File: config.mk
export PLATFORM = sky130hd
export DESIGN_NAME = tile_cfg_store
export DESIGN_NICKNAME = d
export VERILOG_FILES = /design/src/rtl/tile_cfg_pkg.sv /design/src/rtl/tile_cfg_frame.sv /design/src/rtl/tile_cfg_router.sv /design/src/rtl/tile_cfg_store.sv
export SDC_FILE = /design/constraint.sdc
export NUM_CORES = 1
export LEC_CHECK = 0
export BUFFER_PORTS_ARGS = -buffer_cell sky130_fd_sc_hd__buf_2
export CELL_PAD_IN_SITES_DETAIL_PLACEMENT = 1
export CELL_PAD_IN_SITES_GLOBAL_PLACEMENT = 1
export CORE_UTILIZATION = 40
export DETAILED_ROUTE_END_ITERATION = 8
export GPL_ROUTABILITY_DRIVEN = 0
export GPL_TIMING_DRIVEN = 0
export PLACE_DENSITY_LB_ADDON = 0.2
export SLEW_MARGIN = 20
export SYNTH_ARGS = -nofsm -noshare
export SYNTH_HDL_FRONTEND = slang
export SYNTH_SLANG_ARGS = --single-unit
File: constraint.sdc
create_clock -name clk -period 1.5 [get_ports clk]
set_input_delay 0.3 -clock clk [delete_from_list [all_inputs] [get_ports clk]]
set_output_delay 0.3 -clock clk [all_outputs]
set_load 0.02 [all_outputs]
File: src/rtl/tile_cfg_pkg.sv
package tile_cfg_pkg;

    typedef enum logic {
        MAP_PACKED = 1'b0,
        MAP_CUSTOM = 1'b1
    } map_mode_e;

    // Masks are handed to the helpers zero-extended to this width.
    localparam int MAX_FRAME_BITS = 64;

    // Number of mask ones strictly above a bit position (MSB-first rank).
    function automatic int ones_above(logic [MAX_FRAME_BITS-1:0] mask, int bit_pos);
        int n;
        n = 0;
        for (int i = 0; i < MAX_FRAME_BITS; i++) begin
            if (i > bit_pos && mask[i]) n++;
        end
        return n;
    endfunction

endpackage

File: src/rtl/tile_cfg_frame.sv
module tile_cfg_frame #(
    parameter int                  FRAME_BITS = 32,
    parameter logic [FRAME_BITS-1:0] USED_MASK  = '1
) (
    input  logic                  clk,
    input  logic                  rst_n,
    input  logic                  strobe,
    input  logic [FRAME_BITS-1:0] line_data,
    output logic [FRAME_BITS-1:0] held_bits
);
    import tile_cfg_pkg::*;

    localparam int USED_CNT = $countones(USED_MASK);
    localparam int CELL_W   = (USED_CNT > 0) ? USED_CNT : 1;

    generate
        if (USED_CNT == 0) begin : g_empty
            // No cells: the frame contributes nothing.
            logic unused_inputs;
            assign unused_inputs = ^{clk, rst_n, strobe, line_data};
            assign held_bits     = '0;
        end else begin : g_cells
            typedef struct packed {
                logic [CELL_W-1:0] cells;
            } frame_state_t;

            frame_state_t       state_d;
            frame_state_t       state_q;
            logic [CELL_W-1:0]  packed_line;
            logic               unused_gap;

            assign unused_gap = ^(line_data & ~USED_MASK);

            for (genvar b = 0; b < FRAME_BITS; b++) begin : g_bit
                if (USED_MASK[b]) begin : g_used
                    localparam int POS =
                        ones_above(MAX_FRAME_BITS'(USED_MASK), b);
                    assign packed_line[POS] = line_data[b];
                    assign held_bits[b]     = state_q.cells[POS];
                end else begin : g_gap
                    assign held_bits[b] = 1'b0;
                end
            end

            always_comb begin
                state_d = state_q;
                if (strobe) begin
                    state_d.cells = packed_line;
                end
            end

            always_ff @(posedge clk or negedge rst_n) begin
                if (!rst_n) begin
                    state_q <= '0;
                end else begin
                    state_q <= state_d;
                end
            end
        end
    endgenerate

endmodule

File: src/rtl/tile_cfg_router.sv
module tile_cfg_router #(
    parameter int                           FRAME_BITS  = 32,
    parameter int                           NUM_FRAMES  = 20,
    parameter int                           TILE_BITS   = 538,
    parameter logic [NUM_FRAMES*FRAME_BITS-1:0] FRAME_MASKS = '1,
    parameter tile_cfg_pkg::map_mode_e      MAP_MODE    = tile_cfg_pkg::MAP_PACKED,
    parameter int                           REMAP [NUM_FRAMES*FRAME_BITS] = '{default: -1}
) (
    input  logic [NUM_FRAMES*FRAME_BITS-1:0] slot_bits,
    output logic [TILE_BITS-1:0]             cfg_word
);
    import tile_cfg_pkg::*;

    localparam int SLOTS = NUM_FRAMES * FRAME_BITS;

    typedef int slot_map_t [SLOTS];

    function automatic slot_map_t build_map();
        slot_map_t m;
        int        next_idx;
        next_idx = TILE_BITS - 1;
        for (int f = 0; f < NUM_FRAMES; f++) begin
            for (int b = FRAME_BITS - 1; b >= 0; b--) begin
                int s;
                s = f * FRAME_BITS + b;
                if (!FRAME_MASKS[s]) begin
                    m[s] = -1;
                end else if (MAP_MODE == MAP_CUSTOM) begin
                    m[s] = REMAP[s];
                end else begin
                    m[s] = (next_idx >= 0) ? next_idx : -1;
                    next_idx--;
                end
            end
        end
        return m;
    endfunction

    localparam slot_map_t SLOT_IDX = build_map();

    // Elaboration-time wiring: each tile bit ORs the cells mapped onto it.
    always_comb begin
        cfg_word = '0;
        for (int s = 0; s < SLOTS; s++) begin
            if (SLOT_IDX[s] >= 0 && SLOT_IDX[s] < TILE_BITS) begin
                cfg_word[SLOT_IDX[s]] = cfg_word[SLOT_IDX[s]] | slot_bits[s];
            end
        end
    end

endmodule

File: src/rtl/tile_cfg_store.sv
module tile_cfg_store #(
    parameter int                           FRAME_BITS  = 32,
    parameter int                           NUM_FRAMES  = 20,
    parameter int                           TILE_BITS   = 538,
    parameter logic [NUM_FRAMES*FRAME_BITS-1:0] FRAME_MASKS =
        {{3{32'h0000_0000}}, 32'hFFFF_FFC0, {16{32'hFFFF_FFFF}}},
    parameter tile_cfg_pkg::map_mode_e      MAP_MODE    = tile_cfg_pkg::MAP_PACKED,
    parameter int                           REMAP [NUM_FRAMES*FRAME_BITS] = '{default: -1}
) (
    input  logic                  clk,
    input  logic                  rst_n,
    input  logic [NUM_FRAMES-1:0] frame_strobe,
    input  logic [FRAME_BITS-1:0] frame_data,
    output logic [TILE_BITS-1:0]  cfg_word
);

    localparam int SLOTS = NUM_FRAMES * FRAME_BITS;

    logic [SLOTS-1:0] slot_bits;

    generate
        for (genvar f = 0; f < NUM_FRAMES; f++) begin : g_frame
            tile_cfg_frame #(
                .FRAME_BITS (FRAME_BITS),
                .USED_MASK  (FRAME_MASKS[f*FRAME_BITS +: FRAME_BITS])
            ) u_frame (
                .clk       (clk),
                .rst_n     (rst_n),
                .strobe    (frame_strobe[f]),
                .line_data (frame_data),
                .held_bits (slot_bits[f*FRAME_BITS +: FRAME_BITS])
            );
        end
    endgenerate

    tile_cfg_router #(
        .FRAME_BITS  (FRAME_BITS),
        .NUM_FRAMES  (NUM_FRAMES),
        .TILE_BITS   (TILE_BITS),
        .FRAME_MASKS (FRAME_MASKS),
        .MAP_MODE    (MAP_MODE),
        .REMAP       (REMAP)
    ) u_router (
        .slot_bits (slot_bits),
        .cfg_word  (cfg_word)
    );

endmodule

==> metrics.log, run 1 <==
INFO  metric post_drt_wl_per_cell = 25.0 um
INFO  metric tritoncts.num_buffers = 58
INFO  metric worst-setup-path-type = reg -> out
INFO  metric grt_overflow_total = 0
INFO  metric rsz0062_at_grt = true
INFO  metric finalHoldViolCount = 81
INFO  metric register_to_register_setup_slack = 0.48 ns
INFO  metric report.power.total = 39,000 uW
INFO  metric worstReg2RegEnd = g_frame[0].u_frame.g_cells.state_q[10]$_DFFE_PN0P_
INFO  metric crit_path_max_fanout = 2
INFO  metric largest_registers = g_frame.u_frame.g_cells.state_q (538)
INFO  metric final_min_period_over_clock_period = 0.985
INFO  metric setup.worst_path.end_class = output port
INFO  metric largest_reg_flops = 538
INFO  metric min-delay-path-class = in -> async
INFO  metric yosysWarnings = 0
INFO  metric wire_length_of_the_first_global_routing_pass = 95,200 um
INFO  metric track_usage = 0.236
INFO  metric hpwl = 46,800 um
INFO  metric clock_sink_count = 538
INFO  metric final_layout_size_suffix_gt1_frac = 0.701
INFO  metric max_cap_viol_count = 0
INFO  metric post-route-min-period = 1.48 ns
INFO  metric holdBufCountCts = 9
INFO  metric status = complete, but fails checks
INFO  metric vias = 12,600
INFO  metric num-nets-final = 1,912
INFO  metric max_clock_buf_depth = 3
INFO  metric max_freq = 677 MHz
INFO  metric drt_pass1_iterations = 6
INFO  metric synth_area = 0.0214 sq mm
INFO  metric worst_path_max_delay_cell = sky130_fd_sc_hd__dfrtp_1
INFO  metric routed.top_layer = met5
INFO  metric leakage = 0.0136 uW
INFO  metric coreArea = 0.0527 sq mm
INFO  metric start_kind = register
INFO  metric root_buffer = sky130_fd_sc_hd__clkbuf_16
INFO  metric critical-path-max-stage-delay = 0.40 ns
INFO  metric drt_iter0_markers = 458
INFO  metric timing.clock.skew = 0 ns
INFO  metric power_density = 1390 mW/mm^2
INFO  metric setup_ws = 0.0226 ns
INFO  metric initial_utilization = 0.406
INFO  metric die_width = 233 um
INFO  metric worst-r2r-cell-count = 3
INFO  metric tritoncts = done
INFO  metric cts_max_level = 2
INFO  metric cts.reportedPaths.clkPinSlew = 0.06 ns
INFO  metric postRouteWirelength = 64,800 um
INFO  metric max_slew.worst_pin.slew = 0.690 ns
INFO  metric placementRows = 84
INFO  metric ys_seq_area_frac = 0.629
INFO  metric max-slew-margin-rel = 0.540
INFO  metric detail-route-antenna-nets = 0
INFO  metric crit_path_cells = buf_2
INFO  metric top_level_ports = 592
INFO  metric drt-vias-per-instance = 4.87
INFO  metric synth.ff_latch_count = 538
INFO  metric setup-violations-final = 0
INFO  metric antenna_found_initial = 3
INFO  metric synthesis.nets = 1,229
INFO  metric fin_worst_hold_slack = -0.289 ns
INFO  metric post-route-cell-area = 0.0281 sq mm
INFO  metric worstPathRequired = 1.20 ns
INFO  metric post_synth.cell_area_avg = 18.2 sq um
INFO  metric route.met3.wl = 4680 um
INFO  metric floorplan.die_area = 0.0544 sq mm
INFO  metric final_core_utilization = 0.534
INFO  metric vias_in_the_first_global_route = 13,800
INFO  metric regMostFlops = g_frame.u_frame.g_cells.state_q
INFO  metric vdd.ir_drop.worst = 0.907 mV
INFO  metric placement.io_buffers = 571
INFO  metric pre_cts_worst_setup_slack = -0.338 ns
INFO  metric timing.critical_path.max_delay_family = flip-flops
INFO  metric commonest_non_fill_non_tap_cell_in_the_layout = sky130_fd_sc_hd__dfrtp_1
INFO  metric cp_num_buf_inv = 1
INFO  metric grt_max_degree = 100
INFO  metric total_routed_wire_length_on_the_met1_layer = 25,500 um
INFO  metric worstPathArrival = 1.18 ns
INFO  metric met2_length = 32,000 um
INFO  metric violations_in_the_final_reports = negative hold slack
INFO  metric r2r-start = g_frame[0].u_frame.g_cells.state_q[10]$_DFFE_PN0P_
INFO  metric drv_slew = 0
INFO  metric final_cell_mix = 537 x sky130_fd_sc_hd__dfrtp_1, 477 x sky130_fd_sc_hd__buf_2, 308 x sky130_fd_sc_hd__mux2_2, 230 x sky130_fd_sc_hd__mux2_4, 103 x sky130_fd_sc_hd__buf_6
INFO  metric number_of_distinct_library_cells_after_synthesis = 7
INFO  metric drc = 0
INFO  metric netlist_instances = 1,175
INFO  metric area_growth = 31.4%
INFO  metric chipHeight = 233 um
INFO  metric dpl-instance-area = 0.0253 sq mm
INFO  metric worst_skew_pair.late_latency = 0.60 ns
cell usage after synthesis, drive strengths merged:
| library cell | count | share of area |
|---|---|---|
| dfrtp | 538 | 0.63 |
| clkbuf | 7 | 0.0012 |
| buf | 92 | 0.046 |
| mux2 | 538 | 0.32 |
what timing repair did:
| action | in CTS | in global routing |
|---|---|---|
| buffers inserted | 17 | 21 |
| hold endpoints to repair | 101 | 81 |
| resized for setup | 73 | 155 |
| endpoints found under the setup margin | 49 | 85 |
how the worst max path moves through the flow:
stage / to / slack (ns) / start / depth (start not counted)
5_1_grt: cfg_word[122] / -0.02 / g_frame[12].u_frame.g_cells.state_q[31]$_DFFE_PN0P_ / 1
6_report: cfg_word[112] / 0.02 / g_frame[13].u_frame.g_cells.state_q[9]$_DFFE_PN0P_ / 1
3_5_place_dp: g_frame[1].u_frame.g_cells.state_q[27]$_DFFE_PN0P_ / -0.34 / rst_n / 3
3_3_place_gp: g_frame[1].u_frame.g_cells.state_q[26]$_DFFE_PN0P_ / -10.91 / rst_n / 1
2_1_floorplan: g_frame[16].u_frame.g_cells.state_q[10]$_DFFE_PN0P_ / 0.51 / frame_strobe[16] / 3
4_1_cts: cfg_word[122] / -0.03 / g_frame[12].u_frame.g_cells.state_q[31]$_DFFE_PN0P_ / 1
report_power, final:
group	total, uW	internal (uW)	switching [uW]
clock network	14500	8750	5740
registers	16800	16000	844
logic	7660	3340	4320
total	39000	28100	10900
routing by layer:
layer | up-vias | track usage
li1 | 5443 | -
met1 | 6635 | 0.288
met2 | 407 | 0.390
met3 | 125 | 0.0645
met4 | 4 | 0.105
met5 | - | 0
logic make-up (layout without fill, tap and decap cells):
group | Yosys count | in the layout | synth area share
flip-flops | 538 | 538 | 0.629
multiplexers | 538 | 538 | 0.324
buffers and inverters | 99 | 824 | 0.0471
other | 0 | 2 | 0
final cells by class:
| type | count | area, sq um |
|---|---|---|
| clock buffer | 93 | 1780 |
| antenna | 2 | 5.00 |
| fill | 5150 | 24500 |
| buffer | 99 | 1010 |
| clock inverter | 9 | 155 |
| multi-input combinational | 538 | 6920 |
| tap | 688 | 861 |
| sequential | 538 | 13500 |
| timing repair buffer | 623 | 3910 |
through the flow:
step / setup TNS, ns / std cells
final: 0 / 2590
after floorplan: 0 / 1175
after global routing: -0.0546 / 2589
after detailed placement: -59.13 / 2439
after CTS: -0.0349 / 2567
after global placement: -5828.93 / 2434
Power figures use the tool's default switching activity.
==> inputs of run 2 (changes only) <==
Settings changed: HOLD_SLACK_MARGIN from default to 0.1, SLEW_MARGIN 20 to default.
==> metrics.log, run 2 (synthesized netlist as in run 1, its figures left out) <==
INFO  metric status = complete, but fails checks
INFO  metric violations_in_the_final_reports = negative hold slack
INFO  metric worst-r2r-cell-count = 2
INFO  metric final_layout_size_suffix_gt1_frac = 0.703
INFO  metric r2r-start = g_frame[16].u_frame.g_cells.state_q[1]$_DFFE_PN0P_
INFO  metric fin_worst_hold_slack = -0.387 ns
INFO  metric root_buffer = sky130_fd_sc_hd__clkbuf_16
INFO  metric worst_skew_pair.late_latency = 0.60 ns
INFO  metric cts_max_level = 2
INFO  metric initial_utilization = 0.406
INFO  metric final_cell_mix = 538 x sky130_fd_sc_hd__dfrtp_1, 340 x sky130_fd_sc_hd__buf_2, 308 x sky130_fd_sc_hd__mux2_2, 230 x sky130_fd_sc_hd__mux2_4, 228 x sky130_fd_sc_hd__buf_4
INFO  metric vdd.ir_drop.worst = 1.29 mV
INFO  metric largest_reg_flops = 538
INFO  metric floorplan.die_area = 0.0544 sq mm
INFO  metric holdBufCountCts = 48
INFO  metric cp_num_buf_inv = 1
INFO  metric vias_in_the_first_global_route = 14,200
INFO  metric rsz0062_at_grt = true
INFO  metric met2_length = 34,100 um
INFO  metric route.met3.wl = 4590 um
INFO  metric routed.top_layer = met4
INFO  metric max_clock_buf_depth = 3
INFO  metric max_slew.worst_pin.slew = 0.648 ns
INFO  metric finalHoldViolCount = 90
INFO  metric track_usage = 0.239
INFO  metric worst_path_max_delay_cell = sky130_fd_sc_hd__dfrtp_1
INFO  metric worstPathArrival = 1.20 ns
INFO  metric setup.worst_path.end_class = output port
INFO  metric worst-setup-path-type = reg -> out
INFO  metric setup-violations-final = 0
INFO  metric final_min_period_over_clock_period = 1.00
INFO  metric total_routed_wire_length_on_the_met1_layer = 26,700 um
INFO  metric filler_cell_count = 5,022
INFO  metric postRouteWirelength = 68,100 um
INFO  metric start_kind = register
INFO  metric antenna_found_initial = 0
INFO  metric grt_max_degree = 123
INFO  metric critical-path-max-stage-delay = 0.43 ns
INFO  metric clock_sink_count = 538
INFO  metric max_cap_viol_count = 0
INFO  metric power_density = 1340 mW/mm^2
INFO  metric top_level_ports = 592
INFO  metric timing.clock.skew = 0 ns
INFO  metric chipHeight = 233 um
INFO  metric worstReg2RegEnd = g_frame[16].u_frame.g_cells.state_q[1]$_DFFE_PN0P_
INFO  metric drt_iter0_markers = 470
INFO  metric largest_registers = g_frame.u_frame.g_cells.state_q (538)
INFO  metric worstPathRequired = 1.20 ns
INFO  metric hpwl = 46,700 um
INFO  metric tritoncts.num_buffers = 57
INFO  metric area_growth = 39.4%
INFO  metric max_freq = 667 MHz
INFO  metric drc = 0
INFO  metric die_width = 233 um
INFO  metric commonest_non_fill_non_tap_cell_in_the_layout = sky130_fd_sc_hd__dfrtp_1
INFO  metric num-nets-final = 2,035
INFO  metric drt_pass1_iterations = 6
INFO  metric grt_overflow_total = 0
INFO  metric leakage = 0.0144 uW
INFO  metric cts.reportedPaths.clkPinSlew = 0.06 ns
INFO  metric report.power.total = 40,100 uW
INFO  metric tritoncts = done
INFO  metric max-slew-margin-rel = 0.568
INFO  metric placement.io_buffers = 571
INFO  metric regMostFlops = g_frame.u_frame.g_cells.state_q
INFO  metric setup.worst_path.start = g_frame[12].u_frame.g_cells.state_q[19]$_DFFE_PN0P_
INFO  metric coreArea = 0.0527 sq mm
INFO  metric drt-vias-per-instance = 4.88
INFO  metric finish.cell_count_without_fillers = 2,715
INFO  metric finalSetupTns = 0 ns
INFO  metric placementRows = 84
INFO  metric drv_slew = 0
INFO  metric detail-route-antenna-nets = 0
INFO  metric post-route-min-period = 1.50 ns
INFO  metric multiInputGateArea = 0.00692 sq mm
INFO  metric crit_path_cells = buf_6
INFO  metric min-delay-path-class = in -> async
INFO  metric crit_path_max_fanout = 2
INFO  metric register_to_register_setup_slack = 0.20 ns
INFO  metric timing.critical_path.max_delay_family = flip-flops
INFO  metric vias = 13,300
INFO  metric post_drt_wl_per_cell = 25.1 um
INFO  metric wire_length_of_the_first_global_routing_pass = 96,600 um
INFO  metric post-place-cells = 2,438
INFO  metric regArea = 0.0135 sq mm
run 2: how the worst max path moves through the flow:
| stage | end | slack, ns | depth (start not counted) |
|---|---|---|---|
| 6_report | cfg_word[134] | 0.0005 | 1 |
| 5_1_grt | cfg_word[326] | -0.04 | 1 |
| 4_1_cts | cfg_word[122] | -0.03 | 1 |
| 3_5_place_dp | g_frame[1].u_frame.g_cells.state_q[26]$_DFFE_PN0P_ | -0.53 | 3 |
| 3_3_place_gp | g_frame[1].u_frame.g_cells.state_q[26]$_DFFE_PN0P_ | -10.91 | 1 |
| 2_1_floorplan | g_frame[16].u_frame.g_cells.state_q[10]$_DFFE_PN0P_ | 0.51 | 3 |
run 2: per-stage QoR:
step	hold slack [ns]	utilization	setup slack [ns]	instance area [sq um]
final	-0.387	0.566	0.000466	29800
after global routing	-0.378	0.566	-0.0409	29800
after CTS	-0.287	0.537	-0.0275	28300
after detailed placement	0.372	0.479	-0.529	25200
after global placement	0.484	0.477	-10.91	25100
after floorplan	0.00441	-	0.510	21400
run 2: power breakdown:
part	switching, uW	internal (uW)
registers	924	16000
clock network	5930	8760
logic	4480	4020
total	11300	28800
run 2: what timing repair did:
| item | CTS | global route |
|---|---|---|
| resized for setup | 114 | 364 |
| setup endpoints to repair | 92 | 380 |
| buffers inserted | 38 | 86 |
| hold endpoints to repair | 317 | 90 |
| gates cloned | 0 | 0 |
run 2: layer usage:
| layer | up-vias | global-route usage |
|---|---|---|
| met1 | 6985 | 0.293 |
| met3 | 139 | 0.0643 |
| met2 | 445 | 0.399 |
| met4 | 0 | 0.0917 |
| li1 | 5690 | - |
| met5 | - | 0 |
run 2: cell type report:
type,instances,area share
flip-flops and latches,538,0.452
multi-input cells,538,0.232
clock inverters,21,0.00810
diodes,1,0.0000839
clock buffers,83,0.0576
plain buffers,99,0.0338
repair buffers,747,0.188
well taps,688,0.0289
